$ cat src/rtl/cmdseq_pkg.sv
package cmdseq_pkg;

   // sequence steps
   typedef enum logic [2:0] {
      ST_IDLE,
      ST_UNL1,
      ST_UNL2,
      ST_PGM,
      ST_PRE,
      ST_UNL3,
      ST_UNL4
   } seq_t;

   localparam logic [14:0] ADDR_FIRST  = 15'h5555;
   localparam logic [14:0] ADDR_SECOND = 15'h2AAA;

   // data code indices
   localparam int IX_AA    = 0;
   localparam int IX_55    = 1;
   localparam int IX_PGM   = 2;
   localparam int IX_IDIN  = 3;
   localparam int IX_EXIT  = 4;
   localparam int IX_PRE   = 5;
   localparam int IX_CHIP  = 6;
   localparam int IX_SECT  = 7;
   localparam int IX_LOCK  = 8;
   localparam int NUM_CODES = 9;

   localparam logic [7:0] CODE_LIST [NUM_CODES] = '{
      8'hAA, 8'h55, 8'hA0, 8'h90, 8'hF0, 8'h80, 8'h10, 8'h30, 8'h40
   };

   // command pulse bit positions
   localparam int CMD_LOCK = 0;
   localparam int CMD_CHIP = 1;
   localparam int CMD_SEC  = 2;
   localparam int CMD_PGM  = 3;
   localparam int NUM_CMDS = 4;

endpackage

$ cat src/rtl/cmdseq_match.sv
module cmdseq_match
   import cmdseq_pkg::*;
#(
   parameter int CMP_W  = 15,
   parameter int DATA_W = 8
) (
   input  logic [CMP_W-1:0]     cmp_addr,
   input  logic [DATA_W-1:0]    wr_data,
   output logic                 at_first,
   output logic                 at_second,
   output logic [NUM_CODES-1:0] dhit
);

   if (CMP_W < 15) begin : g_bad_cmp
      $error("cmdseq_match: CMP_W must be at least 15");
   end
   if (DATA_W < 8) begin : g_bad_data
      $error("cmdseq_match: DATA_W must be at least 8");
   end

   assign at_first  = (cmp_addr == CMP_W'(ADDR_FIRST));
   assign at_second = (cmp_addr == CMP_W'(ADDR_SECOND));

   for (genvar i = 0; i < NUM_CODES; i++) begin : g_code
      if (DATA_W == 8) begin : g_exact
         assign dhit[i] = (wr_data == CODE_LIST[i]);
      end else begin : g_wide
         assign dhit[i] = (wr_data[7:0] == CODE_LIST[i]) &&
                          (wr_data[DATA_W-1:8] == '0);
      end
   end

endmodule

$ cat src/rtl/cmdseq_fsm.sv
module cmdseq_fsm
   import cmdseq_pkg::*;
#(
   parameter int ADDR_W = 18,
   parameter int DATA_W = 8
) (
   input  logic                 clk,
   input  logic                 rst_n,
   input  logic                 wr_en,
   input  logic [ADDR_W-1:0]    wr_addr,
   input  logic [DATA_W-1:0]    wr_data,
   input  logic                 at_first,
   input  logic                 at_second,
   input  logic [NUM_CODES-1:0] dhit,
   output logic [NUM_CMDS-1:0]  cmd_pulse,
   output logic [ADDR_W-1:0]    tgt_addr,
   output logic [DATA_W-1:0]    tgt_data,
   output logic                 id_mode
);

   seq_t                state, state_nxt;
   logic [NUM_CMDS-1:0] fire;
   logic                id_set, id_clr;

   always_comb begin
      state_nxt = state;
      fire      = '0;
      id_set    = 1'b0;
      id_clr    = 1'b0;
      if (wr_en) begin
         state_nxt = ST_IDLE;
         if (dhit[IX_EXIT] && state != ST_PGM) begin
            id_clr = 1'b1;
         end else begin
            unique case (state)
               ST_IDLE: if (at_first && dhit[IX_AA])   state_nxt = ST_UNL1;
               ST_UNL1: if (at_second && dhit[IX_55])  state_nxt = ST_UNL2;
               ST_UNL2: if (at_first) begin
                  if (dhit[IX_PGM])       state_nxt = ST_PGM;
                  else if (dhit[IX_PRE])  state_nxt = ST_PRE;
                  else if (dhit[IX_IDIN]) id_set    = 1'b1;
               end
               ST_PGM:  fire[CMD_PGM] = 1'b1;
               ST_PRE:  if (at_first && dhit[IX_AA])   state_nxt = ST_UNL3;
               ST_UNL3: if (at_second && dhit[IX_55])  state_nxt = ST_UNL4;
               ST_UNL4: begin
                  if (at_first && dhit[IX_CHIP])      fire[CMD_CHIP] = 1'b1;
                  else if (dhit[IX_SECT])             fire[CMD_SEC]  = 1'b1;
                  else if (at_first && dhit[IX_LOCK]) fire[CMD_LOCK] = 1'b1;
               end
               default: state_nxt = ST_IDLE;
            endcase
         end
      end
   end

   always_ff @(posedge clk or negedge rst_n) begin
      if (!rst_n) begin
         state     <= ST_IDLE;
         cmd_pulse <= '0;
         tgt_addr  <= '0;
         tgt_data  <= '0;
         id_mode   <= 1'b0;
      end else begin
         state     <= state_nxt;
         cmd_pulse <= fire;
         if (fire[CMD_PGM] || fire[CMD_SEC]) begin
            tgt_addr <= wr_addr;
            tgt_data <= wr_data;
         end
         if (id_set)      id_mode <= 1'b1;
         else if (id_clr) id_mode <= 1'b0;
      end
   end

   // never two commands at once
   assert_pulse_onehot_R12: assert property (@(posedge clk) disable iff (!rst_n)
      $onehot0(cmd_pulse));

   // a pulse never stretches
   assert_pulse_single_R12: assert property (@(posedge clk) disable iff (!rst_n)
      (|cmd_pulse) |=> !(|cmd_pulse));

   // every command stems from a write in the cycle before
   assert_pulse_from_write_R3: assert property (@(posedge clk) disable iff (!rst_n)
      (|cmd_pulse) |-> $past(wr_en));

   // chip erase only follows its selecting code
   assert_chip_code_R4: assert property (@(posedge clk) disable iff (!rst_n)
      cmd_pulse[CMD_CHIP] |-> ($past(wr_data) == DATA_W'(CODE_LIST[IX_CHIP])));

   // the mode is entered only by its code
   assert_id_enter_R7: assert property (@(posedge clk) disable iff (!rst_n)
      $rose(id_mode) |-> ($past(wr_en) && $past(wr_data) == DATA_W'(CODE_LIST[IX_IDIN])));

   // the mode is left only through the exit code
   assert_id_leave_R9: assert property (@(posedge clk) disable iff (!rst_n)
      $fell(id_mode) |-> ($past(wr_en) && $past(wr_data) == DATA_W'(CODE_LIST[IX_EXIT])));

endmodule

$ cat src/rtl/cmdseq_idread.sv
module cmdseq_idread #(
   parameter int         ADDR_W   = 18,
   parameter int         DATA_W   = 8,
   parameter logic [7:0] MFR_CODE = 8'h1F,
   parameter logic [7:0] DEV_CODE = 8'h07,
   parameter int         LOCK_LOC = 2
) (
   input  logic              id_mode,
   input  logic [ADDR_W-1:0] rd_addr,
   input  logic              lock_status,
   output logic [DATA_W-1:0] id_rdata
);

   if (LOCK_LOC < 2) begin : g_bad_loc
      $error("cmdseq_idread: LOCK_LOC collides with the code locations");
   end

   always_comb begin
      id_rdata = '0;
      if (id_mode) begin
         if (rd_addr == ADDR_W'(0))             id_rdata = DATA_W'(MFR_CODE);
         else if (rd_addr == ADDR_W'(1))        id_rdata = DATA_W'(DEV_CODE);
         else if (rd_addr == ADDR_W'(LOCK_LOC)) id_rdata = DATA_W'(lock_status);
      end
   end

endmodule

$ cat src/rtl/cmdseq_decoder.sv
module cmdseq_decoder
   import cmdseq_pkg::*;
#(
   parameter int         ADDR_W   = 18,
   parameter int         DATA_W   = 8,
   parameter int         CMP_W    = 15,
   parameter logic [7:0] MFR_CODE = 8'h1F,
   parameter logic [7:0] DEV_CODE = 8'h07,
   parameter int         LOCK_LOC = 2
) (
   input  logic              clk,
   input  logic              rst_n,
   input  logic              wr_en,
   input  logic [ADDR_W-1:0] wr_addr,
   input  logic [DATA_W-1:0] wr_data,
   input  logic [ADDR_W-1:0] rd_addr,
   input  logic              lock_status,
   output logic              pgm_pulse,
   output logic              sec_erase_pulse,
   output logic              chip_erase_pulse,
   output logic              lock_pulse,
   output logic [ADDR_W-1:0] tgt_addr,
   output logic [DATA_W-1:0] tgt_data,
   output logic              id_mode,
   output logic [DATA_W-1:0] id_rdata
);

   if (CMP_W > ADDR_W) begin : g_bad_width
      $error("cmdseq_decoder: CMP_W exceeds ADDR_W");
   end

   logic                 at_first, at_second;
   logic [NUM_CODES-1:0] dhit;
   logic [NUM_CMDS-1:0]  cmd_pulse;

   cmdseq_match #(.CMP_W(CMP_W), .DATA_W(DATA_W)) u_match (
      .cmp_addr  (wr_addr[CMP_W-1:0]),
      .wr_data   (wr_data),
      .at_first  (at_first),
      .at_second (at_second),
      .dhit      (dhit)
   );

   cmdseq_fsm #(.ADDR_W(ADDR_W), .DATA_W(DATA_W)) u_fsm (
      .clk       (clk),
      .rst_n     (rst_n),
      .wr_en     (wr_en),
      .wr_addr   (wr_addr),
      .wr_data   (wr_data),
      .at_first  (at_first),
      .at_second (at_second),
      .dhit      (dhit),
      .cmd_pulse (cmd_pulse),
      .tgt_addr  (tgt_addr),
      .tgt_data  (tgt_data),
      .id_mode   (id_mode)
   );

   cmdseq_idread #(
      .ADDR_W   (ADDR_W),
      .DATA_W   (DATA_W),
      .MFR_CODE (MFR_CODE),
      .DEV_CODE (DEV_CODE),
      .LOCK_LOC (LOCK_LOC)
   ) u_idread (
      .id_mode     (id_mode),
      .rd_addr     (rd_addr),
      .lock_status (lock_status),
      .id_rdata    (id_rdata)
   );

   assign pgm_pulse        = cmd_pulse[CMD_PGM];
   assign sec_erase_pulse  = cmd_pulse[CMD_SEC];
   assign chip_erase_pulse = cmd_pulse[CMD_CHIP];
   assign lock_pulse       = cmd_pulse[CMD_LOCK];

endmodule

$ cat config.mk
export PLATFORM = sky130hd
export DESIGN_NAME = cmdseq_decoder
export DESIGN_NICKNAME = d
export VERILOG_FILES = /design/src/rtl/cmdseq_pkg.sv /design/src/rtl/cmdseq_match.sv /design/src/rtl/cmdseq_fsm.sv /design/src/rtl/cmdseq_idread.sv /design/src/rtl/cmdseq_decoder.sv
export SDC_FILE = /design/constraint.sdc
export NUM_CORES = 1
export LEC_CHECK = 0
export BUFFER_PORTS_ARGS = -buffer_cell sky130_fd_sc_hd__buf_2
export CORE_ASPECT_RATIO = 1.1
export CORE_MARGIN = 4
export CORE_UTILIZATION = 30
export CTS_BUF_LIST = sky130_fd_sc_hd__clkbuf_16
export DETAILED_ROUTE_END_ITERATION = 8
export GPL_TIMING_DRIVEN = 0
export PLACE_DENSITY = 0.62
export SKIP_CTS_REPAIR_TIMING = 1
export SYNTH_ARGS = -nofsm -noshare
export SYNTH_HDL_FRONTEND = slang
export SYNTH_HIERARCHICAL = 1
export SYNTH_SLANG_ARGS = --single-unit
export TNS_END_PERCENT = 30
$ cat constraint.sdc
create_clock -name clk -period 1.95 [get_ports clk]
set_input_delay 0.195 -clock clk [delete_from_list [all_inputs] [get_ports clk]]
set_output_delay 0.195 -clock clk [all_outputs]
set_load 0.05 [all_outputs]
## After elaboration in Yosys (flattened, before gate mapping)

Cells that the tools add are included.

- Equality and inequality tests: 20
- Muxes and demuxes: 34
- Reductions and logical operators: 9

Operator list:

| operator | count |
|---|---|
| 8-bit equality test (second input constant) | 5 |
| 8-bit 2-to-1 mux | 3 |
| 3-bit 2-to-1 mux | 7 |
| 1-bit 2-to-1 mux | 20 |
| 18-bit by 1-bit equality test with 1-bit output (second input constant) | 1 |
| 18-bit by 2-bit equality test with 1-bit output (second input constant) | 1 |
| 18-bit logical NOT | 1 |
| 8-bit by 7-bit equality test with 1-bit output (second input constant) | 2 |
| 15-bit by 14-bit equality test with 1-bit output (second input constant) | 1 |
| 15-bit equality test (second input constant) | 1 |
| 3-bit case mux with 5 select lines | 1 |
| 3-bit equality test (second input constant) | 3 |
| 8-bit by 5-bit equality test with 1-bit output (second input constant) | 1 |
| 8-bit by 6-bit equality test with 1-bit output (second input constant) | 1 |
| 4-bit 2-to-1 mux | 2 |
| 3-bit by 2-bit equality test with 1-bit output (second input constant) | 2 |
| 1-bit logical AND | 5 |
| 3-bit by 1-bit equality test with 1-bit output (second input constant) | 1 |
| 3-bit logical NOT | 1 |
| 3-bit by 2-bit inequality test with 1-bit output (second input constant) | 1 |
| 2-bit 2-to-1 mux | 1 |
| 2-bit nonzero test | 1 |
| 1-bit logical OR | 1 |

- Input bits: 48
- Logic and storage cells: 68
- Register bits after elaboration: 34
- Output and inout bits: 39

## Depth between registers and ports, before layout

Gate-level depths: netlist of run 1.

- Word-level depth: 9
- Gate-level depth with buffers: 7
- Gate-level depth less buffers: 5

## Modules after synthesis

The synthesis of run 1 kept the hierarchy.

By module, submodules not included:

| module | instances | sequential area each (um^2) | area an instance (um^2) | cells each |
|---|---|---|---|---|
| cmdseq_fsm | 1 | 850.8 | 1503.9 | 96 |
| cmdseq_match | 1 | 0.0 | 212.7 | 29 |
| cmdseq_idread | 1 | 0.0 | 117.6 | 17 |

## Least setup slack after synthesis of run 1

No wires, ideal clock.

- Path kind: reg-to-output
- From: reg u_fsm.id_mode
- To: out id_rdata[2]
- Arrival time: 2.569 ns
- Data required time: 1.755 ns
- Cell stages (with the launch flop): 5
- Path buffers: 1
- Path slack: -0.814 ns
- Cells stage by stage: dfrtp_1 > nor4b_2 > nand3_1 > nor3_1 > buf_4

- Cells in the longest elaborated chain, start to end: 1

RTL lines:

| item | RTL line | RTL |
|---|---|---|
| from (decl) | cmdseq_fsm.sv:18 | `output logic id_mode` |
| from (signal assigned) | cmdseq_fsm.sv:63 | `id_mode <= 1'b0;` |
| from (signal assigned) | cmdseq_fsm.sv:71 | `if (id_set) id_mode <= 1'b1;` |
| from (signal assigned) | cmdseq_fsm.sv:72 | `else if (id_clr) id_mode <= 1'b0;` |
| 8-bit 2-to-1 mux | cmdseq_idread.sv:20 | `if (id_mode) begin` |
| to (decl) | cmdseq_decoder.sv:25 | `output logic [DATA_W-1:0] id_rdata` |

Every way passes these cells.

## Final worst setup path of run 1

- From: in wr_data[3]
- To: reg u_fsm.tgt_data[6]

RTL lines:

| item | RTL line | RTL |
|---|---|---|
| from (decl) | cmdseq_decoder.sv:15 | `input logic [DATA_W-1:0] wr_data,` |
| 8-bit equality test | cmdseq_match.sv:26 | `assign dhit[i] = (wr_data == CODE_LIST[i]);` |
| net dhit[4] | cmdseq_decoder.sv:33 | `logic [NUM_CODES-1:0] dhit;` |
| 1-bit logical AND | cmdseq_fsm.sv:32 | `if (dhit[IX_EXIT] && state != ST_PGM) begin` |
| 4-bit 2-to-1 mux | cmdseq_fsm.sv:32 |  |
| 4-bit 2-to-1 mux | cmdseq_fsm.sv:30 | `if (wr_en) begin` |
| 1-bit logical OR | cmdseq_fsm.sv:67 | `if (fire[CMD_PGM] \|\| fire[CMD_SEC]) begin` |
| to (signal assigned) | cmdseq_fsm.sv:69 | `tgt_data <= wr_data;` |
| to (decl) | cmdseq_fsm.sv:17 | `output logic [DATA_W-1:0] tgt_data,` |

The timed path passes the listed nets, and every way through them passes these cells.
A chain may end at the register's enable or synchronous reset.

==> flow_summary.ini, run 1 <==
[setup_path]
cpPeakStageDelay_ns = 0.61
cp_max_fo = 7
cp-start-kind = input pin
crit_type = in -> reg
r2r_cells = 5
required_ns = 2.10
crit_path_end_kind = flop
worstReg2RegStart = u_fsm/state[0]
critPathArrivalTime_ns = 2.19
path_cells = buf_8 > or4_4 > nor3_4 > and2b_2 > a31oi_4 > buf_12 > clkbuf_16 > mux2_4
startpoint = wr_data[3]
cpMaxStageDelayCell = or4_4

[drt]
wire_per_inst_um = 14.6
antenna_left = 0
dr.pass1.iters = 4
finalWirelength_um = 4630
drt_iter0_markers = 28
drc = 0
vias_per_cell = 4.72
num_vias = 1500

[sta]
slew_violations = 0
fin_skew_ns = 0.00169
fmax_ghz = 0.491
period_needed_ns = 2.04
slew_headroom_pct = 49.5
period_share_pct = 104
timing.hold.ws_ns = -0.00656
rsz0062_at_grt = yes
hold_viol = 4
worst_slew_pin_slew_ns = 0.757
setup_violations = 26
setup_ws_ns = -0.0871

[final_layout]
fin_nets = 289
diodes = 0
final_area_sq_um = 2760
n_fill_cell = 556
areaGrowthSynthToFinish_pct = 50.3
layout-drive-gt1-share_pct = 61.4

[floorplan]
ios = 87
die_area_sq_um = 7430
die_w_um = 82.6
row_count = 29
coreArea_sq_um = 5840
initial_utilization_pct = 31.4
die_h_um = 90.0

[global_route]
grt_antenna_before_repair = 0
grt_overflow = 0
grt_first_pass_wirelength_um = 7140
grt_pass1_vias = 1495
grt_usage_pct = 12.3
grt_start_max_net_pins = 35

[cts]
cts_buffer_depth = 2
cts_buffers = 5
cts_tree = done
cts-root-buf = clkbuf_16
clkSlewWorstSetupHoldPaths_ns = 0.05
cts_max_level = 2
clock_sinks = 34
insertion_delay_ns = 0.27

[power]
p_per_area_nw_per_um2 = 658
switching_share_pct = 23.0
switchingPower_mw = 0.418
p_clk_share_pct = 47.1
power.total_mw = 1.82
ir_worst_vdd_uv = 417
intPower_mw = 1.40
leakagePower_nw = 1.46
power_frac_seq_pct = 40.1
pwr-share-comb_pct = 12.8

[synth]
synth-seq-cells = 34
yosysTopAreaCell = dfrtp_1
synthTopCellsByArea = dfrtp_1 (46%), mux2_4 (16%), mux2_2 (3.7%)
yosys.area.top_type_share_pct = 46.4
synth_seq_area_share_pct = 46.4
avgSynthCellArea_sq_um = 12.9
postSynthCellCount = 142
yosys_warnings = 6
synth.distinct_cells = 42
synthesis.area_sq_um = 1830

[placement]
dpl.hpwl_um = 3460
port_buffers = 83
place_area_sq_um = 2450
routabilityCongestion = 0.740

[outcome]
failed_checks = negative hold slack, negative setup slack
outcome = complete, but fails checks

[worst_hold_path]
hold_class = in -> async

[job]
maxCapViolations = 0
[cells in the mapped netlist, drive strengths merged]
| cell type | number |
|---|---|
| a21oi | 2 |
| and2b | 1 |
| nand4bb | 2 |
| or4b | 2 |
| nand3 | 3 |
| conb | 1 |
| nand4b | 3 |
| o21ai | 1 |
| a211oi | 1 |
| o32ai | 1 |
| buf | 9 |
| o22ai | 1 |
| nand3b | 2 |
| nor4 | 11 |
| or3b | 1 |
| or4bb | 1 |
| and3 | 2 |
| nor4b | 1 |
| nand4 | 1 |
| nor4bb | 1 |
| or4 | 1 |
| nand2b | 4 |
| nor2b | 1 |
| inv | 3 |
| dfrtp | 34 |
| mux2 | 26 |
| nor3 | 4 |
| and4 | 2 |
| a2bb2oi | 1 |
| a31oi | 2 |
| a2111o | 1 |
| nor2 | 3 |
| and4b | 3 |
| o211ai | 1 |
| and4bb | 1 |
| nand2 | 8 |
[area by class of cell]
cell class / instances / area (sq um) / share of cell area, %
multi-input cells: 98 / 991 / 35.9
flip-flops and latches: 34 / 852 / 30.9
clock inverters: 2 / 33.8 / 1.23
well taps: 77 / 96.3 / 3.49
plain buffers: 8 / 88.8 / 3.22
inverters: 3 / 11.3 / 0.408
clock buffers: 5 / 125 / 4.54
repair buffers: 91 / 559 / 20.3
[registers in the layout, indices dropped and copies added (netlist names)]
signal           flops
u_fsm/id_mode        1
u_fsm/cmd_pulse      4
u_fsm/state          3
u_fsm/tgt_data       8
u_fsm/tgt_addr      18
[through the flow]
stage	std cells	hold slack, ns	utilization (%)	setup slack (ns)	TNS (ns)
floorplan	144	-0.101	-	-0.229	-5.44
global placement	304	0.323	41.9	-0.544	-13.29
detailed placement	304	0.329	41.9	-0.587	-14.46
CTS	311	0.0408	44.6	-0.299	-6.81
global route	318	0.0795	47.2	-0.139	-3.11
finish	318	-0.00656	47.2	-0.0871	-1.74
[per-layer routing]
layer | wire length (um) | vias to the layer above | global-route usage [%]
met5 | 0 | - | 0
met1 | 2110 | 698 | 16.7
li1 | - | 735 | -
met2 | 2060 | 65 | 19.0
met4 | 14 | 0 | 3.27
met3 | 448 | 2 | 3.30
[path summary, 6_finish.rpt]
| kind | endpoint | slack [ns] |
|---|---|---|
| setup / recovery | u_fsm/tgt_data[6] | -0.09 |
| hold / removal | u_fsm/tgt_addr[12] | -0.007 |
| setup reg to reg | u_fsm/tgt_data[6] | 0.30 |
| hold reg to reg | u_fsm/tgt_data[4] | 0.50 |
| max in group asynchronous | u_fsm/id_mode | 1.42 |
| min in group clk | u_fsm/tgt_addr[15] | 0.16 |
[layout by cell type, fill, tap and decap left out, types with 2 or more instances in the layout]
cell type and instances:
nand2b_1 4, dfrtp_1 33, buf_6 4, a21oi_1 2, mux2_2 3, nor3_1 2, nand2_1 8, nor4_4 4
mux2_4 23, buf_4 9, nor3_4 2, nand4b_1 3, buf_8 2, or4b_1 2, conb_1 3, inv_1 3
nor4_1 7, buf_2 79, and4_1 2, nand4bb_1 2, nand3_1 2, nor2_1 3, clkbuf_16 7, and3_1 2
nand3b_1 2, buf_12 3, and4b_2 2
[cell families (layout without fill, tap and decap cells)]
logic type / after synthesis / in the layout / synth area share [%]
multiplexers: 26 / 26 / 20.1
buffers and inverters: 12 / 109 / 5.87
AND/OR/NAND/NOR: 58 / 58 / 22.4
AO/OA/AOI/OAI: 11 / 11 / 5.05
flip-flops: 34 / 34 / 46.4
other: 1 / 3 / 0.204
[power groups by stage]
stage	sequential (mW)	clock, mW	combinational (mW)
after floorplan	0.794	0	0.0645
after global placement	0.740	0	0.223
after detailed placement	0.741	0	0.226
after CTS	0.728	0.882	0.227
after global routing	0.730	0.913	0.250
final	0.729	0.855	0.232
[critical path, delay by kind of cell]
family,cells,cell delay (ns)
AOI/OAI and AO/OA,1,0.20
muxes,1,0.29
buffers and inverters,3,0.41
and+or+nand+nor,3,1.09
(Power assumes the default switching activity.)
==> run 2: changes to the inputs <==
--- a/config.mk
+++ b/config.mk
@@ -7,13 +7,12 @@
 export LEC_CHECK = 0
 export BUFFER_PORTS_ARGS = -buffer_cell sky130_fd_sc_hd__buf_2
 export CORE_ASPECT_RATIO = 1.1
-export CORE_MARGIN = 4
+export CORE_MARGIN = 2
 export CORE_UTILIZATION = 30
 export CTS_BUF_LIST = sky130_fd_sc_hd__clkbuf_16
 export DETAILED_ROUTE_END_ITERATION = 8
 export GPL_TIMING_DRIVEN = 0
 export PLACE_DENSITY = 0.62
-export SKIP_CTS_REPAIR_TIMING = 1
 export SYNTH_ARGS = -nofsm -noshare
 export SYNTH_HDL_FRONTEND = slang
 export SYNTH_HIERARCHICAL = 1
==> run 2 against run 1 <==
Cell area rose by 1.0%. Register-to-register slack barely moved. Largest power group unchanged. The flow still finishes with violations (negative hold slack, negative setup slack). Count of clock-buffer cells in the layout did not move. Final cell count increased by 1.6%. Critical path depth stayed put.
==> flow_summary.ini, run 2 (synthesized netlist as in run 1, its figures left out) <==
[final_layout]
final_common_cell = buf_2
layout_common_cells = buf_2 (78), dfrtp_1 (33), mux2_4 (22)
diodes = 0
areaGrowthSynthToFinish_pct = 51.8
regMostFlops = u_fsm/tgt_addr
final_cells = 323
fin_nets = 294
reg_top3 = u_fsm/tgt_addr (18), u_fsm/tgt_data (8), u_fsm/cmd_pulse (4)
n_fill_cell = 534
largest_register_ff_count = 18
layout-drive-gt1-share_pct = 63.8
final_area_sq_um = 2790

[setup_path]
crit_type = in -> reg
r2r_cells = 5
reg2reg_slack_ns = 0.29
cp-start-kind = input pin
cp_max_fo = 5
timing.rr.end = u_fsm/tgt_data[3]
cpPeakStageDelay_ns = 0.60
path_delay_family = simple AND/OR/NAND/NOR gates
crit_path_end_kind = flop
critPathArrivalTime_ns = 2.12
cpMaxStageDelayCell = or4_4
cp_num_cells = 8
path_buf_inv = 3
worstReg2RegStart = u_fsm/state[0]
path_cells = buf_8 > or4_4 > nor3_4 > and2b_2 > a31oi_4 > buf_12 > buf_6 > mux2_2
required_ns = 2.11

[cts]
cts_buffers = 5
clock_sinks = 34
clkSlewWorstSetupHoldPaths_ns = 0.05
cts_hold_buf = 0
cts_buffer_depth = 2
cts_max_level = 2
cts_tree = done
cts-root-buf = clkbuf_16
insertion_delay_ns = 0.28

[power]
switchingPower_mw = 0.429
ir_worst_vdd_uv = 369
power_frac_seq_pct = 42.9
pwr-share-comb_pct = 13.9
p_clk_share_pct = 43.2
leakagePower_nw = 1.48
p_per_area_nw_per_um2 = 610
switching_share_pct = 25.3
intPower_mw = 1.27

[global_route]
grt_first_pass_wirelength_um = 7600
grt_antenna_before_repair = 0
grt_usage_pct = 14.6
grt_overflow = 0
grt_pass1_vias = 1538
grt_start_max_net_pins = 35

[floorplan]
initial_utilization_pct = 31.4
die_h_um = 86.0
die_area_sq_um = 6760
coreArea_sq_um = 5840
row_count = 29
die_w_um = 78.6
ios = 87

[drt]
drt_iter0_markers = 71
vias_per_cell = 4.80
wl_met3_um = 346
dr.pass1.iters = 4
finalWirelength_um = 4680
antenna_left = 0
dr_wl_met2_um = 2080
wire_per_inst_um = 14.5
num_vias = 1550
met1_length_um = 2200
drc = 0
top_layer = met4

[placement]
port_buffers = 83
dpl.hpwl_um = 3460
place_area_sq_um = 2450
routabilityCongestion = 0.738
pre_cts_ws_ns = -0.616
dp_cells = 304

[worst_hold_path]
hold_class = in -> async

[sta]
period_needed_ns = 1.96
timing.hold.ws_ns = -0.0124
setup_violations = 8
rsz0062_at_grt = yes
slew_headroom_pct = 50.2
worst_slew_pin_slew_ns = 0.747
fmax_ghz = 0.510
slew_violations = 0
fin_skew_ns = 0.00362
period_share_pct = 100
setup_ws_ns = -0.00907
tns_ns = -0.0422
hold_viol = 34

[outcome]
failed_checks = negative hold slack, negative setup slack
outcome = complete, but fails checks

[job]
maxCapViolations = 0
run 2: worst max path at each step:
stage | start | to | slack (ns)
floorplan | wr_data[0] | u_fsm/tgt_addr[0] | -0.23
global placement | wr_data[0] | u_fsm/tgt_addr[0] | -0.54
detailed placement | wr_data[0] | u_fsm/tgt_addr[1] | -0.62
CTS | wr_data[1] | u_fsm/tgt_addr[16] | 0.003
global route | wr_data[0] | u_fsm/tgt_data[1] | -0.08
finish | wr_data[0] | u_fsm/tgt_data[3] | -0.009
run 2: layer usage:
metal	track usage, %	up-vias
met3	4.53	6
met1	20.2	738
met2	21.9	65
met5	0	-
met4	4.47	0
li1	-	741
run 2: worst register-to-register path: stages, from the launching register on:
cell and delay [ns]:
dfrtp_1 0.46, and4b_2 0.31, a31oi_4 0.18, buf_12 0.15, buf_6 0.12, mux2_2 0.32
run 2: per-stage QoR:
stage | util (%) | total power, mW | hold slack, ns
final | 47.7 | 1.70 | -0.0124
after global routing | 47.7 | 1.79 | 0.0593
after CTS | 46.5 | 1.72 | 0.0182
after detailed placement | 41.9 | 0.967 | 0.322
after global placement | 41.9 | 0.963 | 0.320
after floorplan | - | 0.859 | -0.101
run 2: area by class of cell:
type                            instances  area [sq um]  area share (%)
Buffer                                  8          88.8            3.19
Clock buffer                            5           125            4.49
Clock inverter                          2          10.0           0.359
Inverter                                3          11.3           0.404
Multi-Input combinational cell         98          1000            35.9
Sequential cell                        34           852            30.6
Tap cell                               77          96.3            3.46
Timing Repair Buffer                   96           602            21.6
run 2: what timing repair did:
action | CTS | global route
pin swaps | 4 | 2
setup buffers | 9 | 2
setup endpoints to repair | 27 | 28
gates resized for setup | 9 | 9
gates cloned | 1 | 1
run 2: power by group through the flow:
stage	Sequential, mW	Clock [mW]	Combinational [mW]
after floorplan	0.794	0	0.0645
after global placement	0.740	0	0.223
after detailed placement	0.741	0	0.226
after CTS	0.729	0.763	0.233
after global routing	0.730	0.803	0.254
final	0.729	0.735	0.236
